## config.mk

```make
export PLATFORM = sky130hd
export DESIGN_NAME = spi_rx_buffered
export DESIGN_NICKNAME = d
export VERILOG_FILES = /design/src/rtl/spi_rx_pkg.sv /design/src/rtl/spi_rx_sampler.sv /design/src/rtl/spi_rx_store.sv /design/src/rtl/spi_rx_ctrl.sv /design/src/rtl/spi_rx_buffered.sv
export SDC_FILE = /design/constraint.sdc
export NUM_CORES = 1
export LEC_CHECK = 0
export BUFFER_PORTS_ARGS = -buffer_cell sky130_fd_sc_hd__buf_2
export CAP_MARGIN = 20
export CORE_ASPECT_RATIO = 0.6
export CORE_MARGIN = 2
export CORE_UTILIZATION = 41
export DETAILED_ROUTE_END_ITERATION = 8
export MAX_ROUTING_LAYER = met4
export PLACE_DENSITY = 0.56
export SYNTH_ARGS = -nofsm -noshare
export SYNTH_HDL_FRONTEND = slang
export SYNTH_SLANG_ARGS = --single-unit
```

## constraint.sdc

```tcl
create_clock -name clk -period 3.69 [get_ports clk]
set_input_delay 0.1845 -clock clk [delete_from_list [all_inputs] [get_ports clk]]
set_output_delay 0.1845 -clock clk [all_outputs]
set_load 0.05 [all_outputs]
```

## src/rtl/spi_rx_pkg.sv

```systemverilog
// Shared types for the SPI receive path.
package spi_rx_pkg;
    // Reception mode encoding; the value is the cfg_seq bit.
    typedef enum logic {
        RXM_UNIT = 1'b0,
        RXM_SEQ  = 1'b1
    } rx_mode_e;

    // One control write, as presented on the register-style interface.
    typedef struct packed {
        logic seq;
        logic rx_en;
        logic thr32;
        logic tx_en;
        logic ovr_clr;
    } rx_cfg_t;
endpackage

```

## src/rtl/spi_rx_sampler.sv

```systemverilog
// Bit sampler and byte assembler.
// Synchronises sck and sdi into clk, detects rising sck edges and shifts
// bits in MSB first. Emits a one-cycle byte_valid with the byte after the
// last bit. Assumes sck half-periods are longer than SYNC+1 clk cycles.
module spi_rx_sampler #(
    parameter int DW   = 8,
    parameter int SYNC = 2
) (
    input  logic          clk,
    input  logic          rst_n,
    input  logic          enable,
    input  logic          sck,
    input  logic          sdi,
    output logic          byte_valid,
    output logic [DW-1:0] byte_data,
    output logic          busy
);
    localparam int CW = (DW > 1) ? $clog2(DW) : 1;

    logic [SYNC-1:0] sck_pipe;
    logic [SYNC-1:0] sdi_pipe;
    logic            sck_last;
    logic [CW-1:0]   bit_cnt;
    logic [DW-1:0]   shreg;
    logic            rise;
    logic [DW-1:0]   shreg_next;

    assign rise       = sck_pipe[SYNC-1] & ~sck_last;
    assign shreg_next = {shreg[DW-2:0], sdi_pipe[SYNC-1]};
    assign busy       = (bit_cnt != '0);

    // Purpose: bring sck and sdi into the clk domain and remember last sck.
    always_ff @(posedge clk) begin
        if (!rst_n) begin
            sck_pipe <= '0;
            sdi_pipe <= '0;
            sck_last <= 1'b0;
        end else begin
            sck_pipe <= {sck_pipe[SYNC-2:0], sck};
            sdi_pipe <= {sdi_pipe[SYNC-2:0], sdi};
            sck_last <= sck_pipe[SYNC-1];
        end
    end

    // Purpose: shift bits on rising sck and flag each completed byte.
    always_ff @(posedge clk) begin
        if (!rst_n) begin
            bit_cnt    <= '0;
            shreg      <= '0;
            byte_valid <= 1'b0;
            byte_data  <= '0;
        end else begin
            byte_valid <= 1'b0;
            if (!enable) begin
                bit_cnt <= '0;
            end else if (rise) begin
                shreg <= shreg_next;
                if (bit_cnt == CW'(DW - 1)) begin
                    bit_cnt    <= '0;
                    byte_valid <= 1'b1;
                    byte_data  <= shreg_next;
                end else begin
                    bit_cnt <= bit_cnt + 1'b1;
                end
            end
        end
    end

    // a byte needs fresh edges, so valid never lasts two cycles.
    a_r2_valid_single: assert property (@(posedge clk) disable iff (!rst_n)
        byte_valid |=> !byte_valid);
    // with receive disabled no byte completes.
    a_r2_gate_off: assert property (@(posedge clk) disable iff (!rst_n)
        !enable |=> !byte_valid);
endmodule

```

## src/rtl/spi_rx_store.sv

```systemverilog
// Receive storage: one array of DEPTH bytes used as a FIFO.
// In single-unit mode its capacity is limited to one entry, so it acts as
// a data register. A push at capacity is discarded and reported on
// `dropped`. Flush empties it. Assumes push and pop come from clk logic.
module spi_rx_store #(
    parameter int DW    = 8,
    parameter int DEPTH = 32
) (
    input  logic                       clk,
    input  logic                       rst_n,
    input  logic                       seq_mode,
    input  logic                       flush,
    input  logic                       push,
    input  logic [DW-1:0]              push_data,
    input  logic                       pop,
    output logic [DW-1:0]              head,
    output logic [$clog2(DEPTH+1)-1:0] count,
    output logic                       dropped
);
    localparam int AW   = $clog2(DEPTH);
    localparam int CNTW = $clog2(DEPTH + 1);

    logic [DW-1:0]   mem [DEPTH];
    logic [AW-1:0]   wr_ptr;
    logic [AW-1:0]   rd_ptr;
    logic [CNTW-1:0] cap;
    logic            at_cap;
    logic            accept;
    logic            take;

    assign cap     = seq_mode ? CNTW'(DEPTH) : CNTW'(1);
    assign at_cap  = (count >= cap);
    assign accept  = push && !at_cap && !flush;
    assign take    = pop && (count != '0) && !flush;
    assign dropped = push && at_cap && !flush;
    assign head    = mem[rd_ptr];

    // Purpose: write an accepted byte into the array.
    always_ff @(posedge clk) begin
        if (accept) begin
            mem[wr_ptr] <= push_data;
        end
    end

    // Purpose: advance pointers and the fill count, or empty on flush.
    always_ff @(posedge clk) begin
        if (!rst_n || flush) begin
            wr_ptr <= '0;
            rd_ptr <= '0;
            count  <= '0;
        end else begin
            if (accept) begin
                wr_ptr <= (wr_ptr == AW'(DEPTH - 1)) ? '0 : wr_ptr + 1'b1;
            end
            if (take) begin
                rd_ptr <= (rd_ptr == AW'(DEPTH - 1)) ? '0 : rd_ptr + 1'b1;
            end
            case ({accept, take})
                2'b10:   count <= count + 1'b1;
                2'b01:   count <= count - 1'b1;
                default: count <= count;
            endcase
        end
    end

    // the fill count never passes the capacity of the current mode.
    a_r4_count_within_cap: assert property (@(posedge clk) disable iff (!rst_n)
        count <= cap);
    // a discarded byte leaves the count as it was, or lowers it on a read.
    a_r6_drop_no_growth: assert property (@(posedge clk) disable iff (!rst_n)
        dropped |=> count <= $past(count));
    // a flush leaves the store empty.
    a_r7_flush_empties: assert property (@(posedge clk) disable iff (!rst_n)
        flush |=> count == '0);
endmodule

```

## src/rtl/spi_rx_ctrl.sv

```systemverilog
// Control register, guards, flags and interrupt.
// Holds mode, enables and threshold. Refuses every write while a transfer
// is running without an end report, and refuses mode changes while a byte
// is partly received. An accepted mode change requests a store flush.
// Also keeps the sticky overrun flag, the transmit-end flag and the level
// interrupt.
module spi_rx_ctrl
    import spi_rx_pkg::*;
#(
    parameter int DEPTH   = 32,
    parameter int LOW_THR = 16
) (
    input  logic                       clk,
    input  logic                       rst_n,
    input  logic                       cfg_we,
    input  rx_cfg_t                    cfg_in,
    input  logic                       rx_busy,
    input  logic                       dropped,
    input  logic                       tx_done,
    input  logic [$clog2(DEPTH+1)-1:0] count,
    output rx_mode_e                   mode,
    output logic                       rx_en,
    output logic                       thr32,
    output logic                       tx_en,
    output logic                       tx_end,
    output logic                       ovr,
    output logic                       irq,
    output logic                       flush
);
    localparam int CNTW = $clog2(DEPTH + 1);

    logic            locked;
    logic            wr_ok;
    logic            mode_chg;
    logic [CNTW-1:0] level;

    assign locked   = tx_en && !tx_end;
    assign wr_ok    = cfg_we && !locked;
    assign mode_chg = wr_ok && !rx_busy && (rx_mode_e'(cfg_in.seq) != mode);
    assign flush    = mode_chg;

    // Purpose: pick the fill level that raises the interrupt.
    always_comb begin
        if (mode == RXM_SEQ) begin
            level = thr32 ? CNTW'(DEPTH) : CNTW'(LOW_THR);
        end else begin
            level = CNTW'(1);
        end
    end

    assign irq = (count >= level);

    // Purpose: update control fields on accepted writes.
    always_ff @(posedge clk) begin
        if (!rst_n) begin
            mode  <= RXM_UNIT;
            rx_en <= 1'b0;
            thr32 <= 1'b0;
            tx_en <= 1'b0;
        end else if (wr_ok) begin
            if (mode_chg) begin
                mode <= rx_mode_e'(cfg_in.seq);
            end
            rx_en <= cfg_in.rx_en;
            thr32 <= cfg_in.thr32;
            tx_en <= cfg_in.tx_en;
        end
    end

    // Purpose: set transmit-end on completion, clear it on a new start.
    always_ff @(posedge clk) begin
        if (!rst_n) begin
            tx_end <= 1'b0;
        end else if (wr_ok && cfg_in.tx_en && !tx_en) begin
            tx_end <= 1'b0;
        end else if (tx_done && tx_en) begin
            tx_end <= 1'b1;
        end
    end

    // Purpose: sticky overrun, set by a drop, cleared by an accepted write-1.
    always_ff @(posedge clk) begin
        if (!rst_n) begin
            ovr <= 1'b0;
        end else if (dropped) begin
            ovr <= 1'b1;
        end else if (wr_ok && cfg_in.ovr_clr) begin
            ovr <= 1'b0;
        end
    end

    // the mode holds while a byte is partly received.
    a_r7_mode_held_busy: assert property (@(posedge clk) disable iff (!rst_n)
        rx_busy |=> mode == $past(mode));
    // a locked write changes no control field.
    a_r8_locked_stable: assert property (@(posedge clk) disable iff (!rst_n)
        locked |=> (thr32 == $past(thr32)) && (rx_en == $past(rx_en))
                   && (mode == $past(mode)) && tx_en);
    // transmit-end rises only after a completion pulse.
    a_r9_end_needs_done: assert property (@(posedge clk) disable iff (!rst_n)
        $rose(tx_end) |-> $past(tx_done));
    // overrun is never cleared by a drop-free cycle without a write.
    a_r6_ovr_sticky: assert property (@(posedge clk) disable iff (!rst_n)
        ovr && !cfg_we |=> ovr);
endmodule

```

## src/rtl/spi_rx_buffered.sv

```systemverilog
// Top of the SPI receive path: sampler, storage and control.
// Assumes sck and sdi are asynchronous and sck is slow compared to clk.
module spi_rx_buffered #(
    parameter int DW      = 8,
    parameter int DEPTH   = 32,
    parameter int LOW_THR = 16,
    parameter int SYNC    = 2
) (
    input  logic                       clk,
    input  logic                       rst_n,
    input  logic                       sck,
    input  logic                       sdi,
    input  logic                       cfg_we,
    input  logic                       cfg_seq,
    input  logic                       cfg_rx_en,
    input  logic                       cfg_thr32,
    input  logic                       cfg_tx_en,
    input  logic                       cfg_ovr_clr,
    input  logic                       tx_done,
    input  logic                       rd_en,
    output logic [DW-1:0]              rd_data,
    output logic [$clog2(DEPTH+1)-1:0] rx_count,
    output logic                       stat_seq,
    output logic                       stat_rx_en,
    output logic                       stat_thr32,
    output logic                       stat_tx_en,
    output logic                       rx_ovr,
    output logic                       tx_end,
    output logic                       rx_irq
);
    import spi_rx_pkg::*;

    rx_cfg_t       cfg_bus;
    rx_mode_e      mode;
    logic          byte_valid;
    logic [DW-1:0] byte_data;
    logic          rx_busy;
    logic          dropped;
    logic          flush;

    assign cfg_bus  = '{seq: cfg_seq, rx_en: cfg_rx_en, thr32: cfg_thr32,
                        tx_en: cfg_tx_en, ovr_clr: cfg_ovr_clr};
    assign stat_seq = (mode == RXM_SEQ);

    spi_rx_sampler #(.DW(DW), .SYNC(SYNC)) u_sampler (
        .clk        (clk),
        .rst_n      (rst_n),
        .enable     (stat_rx_en),
        .sck        (sck),
        .sdi        (sdi),
        .byte_valid (byte_valid),
        .byte_data  (byte_data),
        .busy       (rx_busy)
    );

    spi_rx_store #(.DW(DW), .DEPTH(DEPTH)) u_store (
        .clk       (clk),
        .rst_n     (rst_n),
        .seq_mode  (stat_seq),
        .flush     (flush),
        .push      (byte_valid),
        .push_data (byte_data),
        .pop       (rd_en),
        .head      (rd_data),
        .count     (rx_count),
        .dropped   (dropped)
    );

    spi_rx_ctrl #(.DEPTH(DEPTH), .LOW_THR(LOW_THR)) u_ctrl (
        .clk     (clk),
        .rst_n   (rst_n),
        .cfg_we  (cfg_we),
        .cfg_in  (cfg_bus),
        .rx_busy (rx_busy),
        .dropped (dropped),
        .tx_done (tx_done),
        .count   (rx_count),
        .mode    (mode),
        .rx_en   (stat_rx_en),
        .thr32   (stat_thr32),
        .tx_en   (stat_tx_en),
        .tx_end  (tx_end),
        .ovr     (rx_ovr),
        .irq     (rx_irq),
        .flush   (flush)
    );
endmodule

```

Word-level counts from Yosys, hierarchy flattened
Memories as Yosys holds them, arrays and structs flattened. A register that Yosys moved wholly into a read port is not among the register bits.
Cells that the tools add are included.
{ "classes": {"add_sub_neg": 5, "n_lt_le_gt_ge": 2, "eq_ne": 6, "mux": 14, "n_bitwise": 3, "n_reduce_logical": 32} }
{ "ops": {"columns": ["op", "n"], "rows": [
  ["5-bit two-way mux", 4],
  ["6-bit two-way mux", 3],
  ["1-bit logical AND", 14],
  ["6-bit >= comparator", 2],
  ["6-bit one-hot mux with 2 select lines", 1],
  ["5-bit by 1-bit adder with 5-bit output (second input constant)", 2],
  ["5-bit equality test (second input constant)", 2],
  ["1-bit zero test", 7],
  ["6-bit by 1-bit adder with 6-bit output (second input constant)", 1],
  ["2-bit AND reduction", 3],
  ["3-bit AND reduction", 2],
  ["6-bit nonzero test", 1],
  ["6-bit by 1-bit subtractor with 6-bit output (second input constant)", 1],
  ["1-bit two-way mux", 5],
  ["2-bit nonzero test", 2],
  ["3-bit by 1-bit adder with 3-bit output (second input constant)", 1],
  ["3-bit equality test (second input constant)", 1],
  ["3-bit two-way mux", 1],
  ["3-bit nonzero test", 1],
  ["2-bit by 1-bit equality test with 1-bit output (second input constant)", 1],
  ["2-bit equality test (second input constant)", 1],
  ["1-bit inverter", 2],
  ["2-bit OR reduction", 1],
  ["1-bit bitwise AND", 1],
  ["other kinds (2)", 2]
]} }
{ "word_totals": {"ff_bits": 46, "ramBits": 256, "in_bits": 12, "output_inout_bits": 21, "elab_cells": 79, "memories": 1} }
{ "memory_table": {"columns": ["name", "depth", "width", "rd", "rd_clocked_by_memory_dff", "write_ports", "line_no", "rtl"], "rows": [
  ["u_store.mem", 32, 8, 1, 1, 1, "spi_rx_store.sv:23", "logic [DW-1:0] mem [DEPTH];"]
]} }

Depth between registers and ports, before layout
{ "logic_depth": {"depth_word": 10, "depth_mapped": 14, "mapped_depth_nobuf": 12} }

Cells and area by module
A second synthesis with hierarchy kept.
{ "unflattened": {"cells_unflattened": 781, "area_unflattened_um2": 12509.5} }
{ "modules_own_cells": {"columns": ["mod", "n_inst", "cells_per_inst", "area_each_um2", "seq_area_each_um2"], "rows": [
  ["spi_rx_store", 1, 647, 11225.8, 8107.8],
  ["spi_rx_sampler", 1, 92, 912.1, 480.5],
  ["spi_rx_ctrl", 1, 42, 371.6, 120.1]
]} }

Worst setup path after synthesis
Ideal clock, no wire load.
{ "synth_path": {"path_type": "register to register", "startpoint": "register u_store.count[0]", "endpoint": "register u_store.count[2]", "setup_time_ps": 70, "arrival_ps": 3333, "required_time_ps": 3620, "path_slack_ps": 288, "stages_incl_launch_ff": 14, "path_buffers": 1, "period_less_slack_ps": 3402, "path_cell_list": "dfxtp_1 inv_1 ha_1 nor3b_1 a21o_2 nand2_1 ha_1 clkbuf_1 xor2_1 ha_1 a21oi_1 xor2_1 or3_1 a21oi_1"} }
{ "synth_between": {"elab_chain_len": 6, "elab_cells_between_ends": 13, "classes_between": "add/sub (2); order compare (1); eq/ne (2); mux (1); reduce/logical (7)"} }
{ "synth_lines": {"columns": ["element", "line_no", "rtl"], "rows": [
  ["start: declaration", "spi_rx_store.sv:17", "output logic [$clog2(DEPTH+1)-1:0] count,"],
  ["start signal: assignment", "spi_rx_store.sv:59", "2'b10: count <= count + 1'b1;"],
  ["start signal: assignment", "spi_rx_store.sv:60", "2'b01: count <= count - 1'b1;"],
  ["start signal: assignment", "spi_rx_store.sv:61", "default: count <= count;"],
  ["6-bit >= comparator", "spi_rx_store.sv:32", "assign at_cap = (count >= cap);"],
  ["1-bit zero test", "spi_rx_store.sv:33", "assign accept = push && !at_cap && !flush;"],
  ["1-bit logical AND (2 in series)", "spi_rx_store.sv:33", null],
  ["2-bit by 1-bit equality test with 1-bit output / 2-bit equality test (equally long branches)", "spi_rx_store.sv:58", "case ({accept, take})"],
  ["6-bit one-hot mux with 2 select lines / 2-bit nonzero test (equally long branches)", null, null]
]} }
Several ways; a longest one is shown, not always the timed one.
A chain may end at the register's enable or synchronous reset.

Final worst setup path
Ends and elaborated chain as after synthesis.

==> impl_metrics.py <==
metrics = {
    "hold_path": {
        "min_from": "cfg_we",
        "min_path_type": "input pin to register",
        "whs_path_depth": 4,
        "holdPathEnd": "u_ctrl.tx_end$_SDFFE_PP0P_",
    },
    "drt": {
        "vias_per_cell": 5.57,
        "first_pass_iters": 5,
        "drc": 0,
        "drt_iter0_markers": 738,
        "wirelength_mm": 28.0,
        "postRouteAntennaNets": 0,
        "wl_per_cell_um": 21.8,
        "vias": 7148,
    },
    "grt": {
        "grt_util_all_layers_pct": 18.3,
        "grt_max_degree": 45,
        "grt_pass1_vias": 7026,
        "antenna_found_initial": 1,
        "grt_remaining_overflow": 0,
        "grt_pass1_wl_mm": 42.9,
    },
    "timing": {
        "tightest_slew_ns": 0.985,
        "min_period_ns": 3.38,
        "setup_viol": 0,
        "min_period_over_period_pct": 91.5,
        "skew_ns": 0.0102,
        "holdWs_ns": 0.0446,
        "slew_headroom_pct": 34.2,
        "fin_ws_ns": 0.315,
        "hold_viol": 0,
        "tns_ns": 0,
        "max_freq_ghz": 0.296,
        "slew_viol_final": 0,
        "rsz0062_at_grt": "no",
    },
    "finish": {
        "n_fill_cell": 2522,
        "fin_area_sq_mm": 0.0143,
        "instances_no_fill": 1283,
        "antenna_cells": 0,
        "layout.nets": 882,
        "postLayoutCoreUtil_pct": 48.0,
        "syn_to_final_growth_pct": 15.4,
        "drive_above_1_share_pct": 18.4,
    },
    "run": {
        "max_cap_violations": 0,
    },
    "setup_path": {
        "r2r-end": "u_store.count[2]$_SDFFE_PP0P_",
        "worstRegToRegCells": 12,
        "critPathRequiredTime_ns": 4.18,
        "worstSetupEndpointType": "register",
        "path_max_fanout": 12,
        "path_common_cell": "ha_1",
        "r2r-start": "u_store.count[0]$_SDFFE_PP0P_",
        "crit_path_start_kind": "register",
        "path_class": "register to register",
        "critPathMaxStageDelay_ns": 0.53,
        "arrival_ns": 3.86,
        "crit_path_top_delay_cell": "dfxtp_1",
        "cp_cell_sequence": "inv_1, ha_1, nor3b_1, a21o_2, nand2_1, ha_1, xor2_1, ha_1, a21oi_1, xor2_1, or3_1, a21oi_1",
        "reg2reg_setup_slack_ns": 0.31,
    },
    "synth": {
        "synthFlopType": "edfxtp_1",
        "synth_top_family_by_area": "multiplexers",
        "netlist_area_sq_mm": 0.0124,
        "synthMuxAreaShare_pct": 11.4,
        "synth_xor_xnor_area_share_pct": 0.484,
        "synth.net_count": 816,
        "async_flop_share_pct": 0,
        "synthCells": 787,
        "ys_warn_count": 0,
        "avgSynthCellArea_sq_um": 15.8,
        "synth_fa_ha_area_share_pct": 1.71,
        "synth-edff-count": 256,
        "synth-seq-cells": 307,
        "synth-seq-area-share_pct": 70.1,
        "synth-simple-area-share_pct": 7.95,
        "synth_compound_area_share_pct": 6.53,
        "ys_types": 57,
    },
    "clock_tree": {
        "cts_buffers": 29,
        "cts_htree_levels": 1,
        "insertion_delay_ns": 0.56,
        "clockRootBuffer": "clkbuf_16",
        "numClockSinks": 307,
        "cts_tree": "done",
        "clkSlewWorstSetupHoldPaths_ns": 0.07,
        "clockBufferDepth": 3,
    },
    "pwr": {
        "p_leak_nw": 4.58,
        "power_mw": 6.91,
        "p_per_area_mw_per_mm2": 482,
        "peakVddDrop_mv": 0.277,
    },
    "floorplanning": {
        "num_rows": 49,
        "die_x_um": 229,
        "initial_utilization_pct": 41.6,
        "core_region_area_sq_mm": 0.0299,
        "die_y_um": 139,
        "pin_count": 33,
        "die_area_sq_mm": 0.0317,
    },
    "placed_design": {
        "dp_hpwl_mm": 18.3,
        "dp.cells": 1216,
        "dp_slack_ns": 0.337,
        "globalplace.congestion": 0.867,
        "portBuffers": 32,
        "placed_area_sq_mm": 0.0132,
    },
    "run_status": {
        "outcome": "finished clean",
    },
}
==> cells in the final DEF (no fill, tap or decap), types with 5 or more instances in the layout <==
cell           synthesis  layout
edfxtp_1             256     256
nand3_1               34      34
buf_2                 16      32
nand4_1               10      10
inv_1                  9       9
ha_1                  17      17
dlygate4sd3_1          0      14
mux4_2                32      32
nand3b_1               6       6
a31oi_1                5       5
nor2_1                52      52
o21ai_0                9       9
mux2i_1               69      69
nand2b_1               7       7
and2_1                 6       6
nor2b_1                5       5
a21oi_1               29      29
xor2_1                 5       5
clkbuf_1              23       5
or3_1                  7       7
dfxtp_1               51      49
nand2_1               37      37
clkbuf_16              0      30
buf_4                  1      29
a22oi_1               49      49
clkinv_2               0       6
==> repair_timing <==
action,4_1_cts,5_1_grt
buffers inserted,0,0
gates resized for setup,0,0
hold buffers,14,0
hold endpoints to repair,10,0
==> routing by layer <==
layer  track usage [%]  up-vias  part of all wire (%)
li1                  -     3222                     -
met1              27.2     3621                    48
met2              25.5      256                    42
met3              4.46       49                   8.0
met4              3.75        0                   2.1
met5                 -        -                     0
==> cell usage after synthesis (3+ instances only) <==
cell / number / share of area [%]
nor2_1: 52 / 1.6
xor2_1: 5 / 0.35
nand3b_1: 6 / 0.36
ha_1: 17 / 1.7
o21ai_1: 3 / 0.12
or3b_2: 3 / 0.21
buf_2: 16 / 0.64
nand2_1: 37 / 1.1
a22oi_1: 49 / 3.0
nand2b_1: 7 / 0.35
or3_1: 7 / 0.35
clkbuf_1: 23 / 0.70
inv_1: 9 / 0.27
o21ai_0: 9 / 0.36
nor2b_1: 5 / 0.25
a21oi_1: 29 / 1.2
nor3b_1: 3 / 0.18
edfxtp_1: 256 / 62
dfxtp_1: 51 / 8.2
mux4_2: 32 / 5.8
nand3_2: 4 / 0.32
and3_1: 4 / 0.20
nand4_1: 10 / 0.50
a31oi_1: 5 / 0.25
mux2i_1: 69 / 5.6
nand3_1: 34 / 1.4
and2_1: 6 / 0.30
==> flip-flops by register name (all words and copies together), names as in the netlist, 2 cells and up, named ones only <==
register             count
u_sampler.sdi_pipe       2
u_sampler.sck_pipe       2
u_store.count            6
u_store.wr_ptr           5
u_store.mem            256
u_sampler.byte_data      8
u_sampler.shreg          7
u_sampler.bit_cnt        3
u_store.rd_ptr           5
==> kinds of logic after synthesis <==
| group | Yosys count |
|---|---|
| xor+xnor | 6 |
| mux | 101 |
| simple gates | 190 |
| buf+inv | 52 |
| fa+ha+maj | 17 |
| flops | 307 |
| compound gates | 114 |
==> critical path, delay by kind of cell, from the launching register on <==
kind                     cells  cell delay, ns
adder cells (fa/ha/maj)      3            0.91
AND/OR/NAND/NOR              3            0.73
AO/OA/AOI/OAI                3            0.66
flip-flops                   1            0.53
XOR/XNOR                     2            0.32
buffers and inverters        1            0.14
==> report_power, final <==
group	leakage (nW)	switching, mW	internal, mW	total, mW
clock network	0.489	1.27	1.83	3.10
registers	2.78	0.00700	3.70	3.71
logic	1.30	0.0633	0.0349	0.0982
==> area by class of cell <==
cell class | count | area [sq um] | area share (%)
Clock buffer | 38 | 811 | 5.66
Inverter | 9 | 33.8 | 0.236
Tap cell | 408 | 510 | 3.56
Timing Repair Buffer | 78 | 586 | 4.09
Sequential cell | 307 | 8710 | 60.8
Clock inverter | 15 | 183 | 1.28
Multi-Input combinational cell | 428 | 3490 | 24.4
==> worst max path at each step <==
stage,cells after the start,slack [ns],endpoint,start
floorplan,13,0.29,u_store.count[2]$_SDFFE_PP0P_,u_store.count[0]$_SDFFE_PP0P_
global placement,12,0.47,u_store.count[2]$_SDFFE_PP0P_,u_store.count[0]$_SDFFE_PP0P_
detailed placement,12,0.34,u_store.count[2]$_SDFFE_PP0P_,u_store.count[0]$_SDFFE_PP0P_
CTS,12,0.32,u_store.count[2]$_SDFFE_PP0P_,u_store.count[0]$_SDFFE_PP0P_
global route,12,0.02,u_store.count[2]$_SDFFE_PP0P_,u_store.count[0]$_SDFFE_PP0P_
finish,12,0.31,u_store.count[2]$_SDFFE_PP0P_,u_store.count[0]$_SDFFE_PP0P_
(Power assumes the default switching activity.)
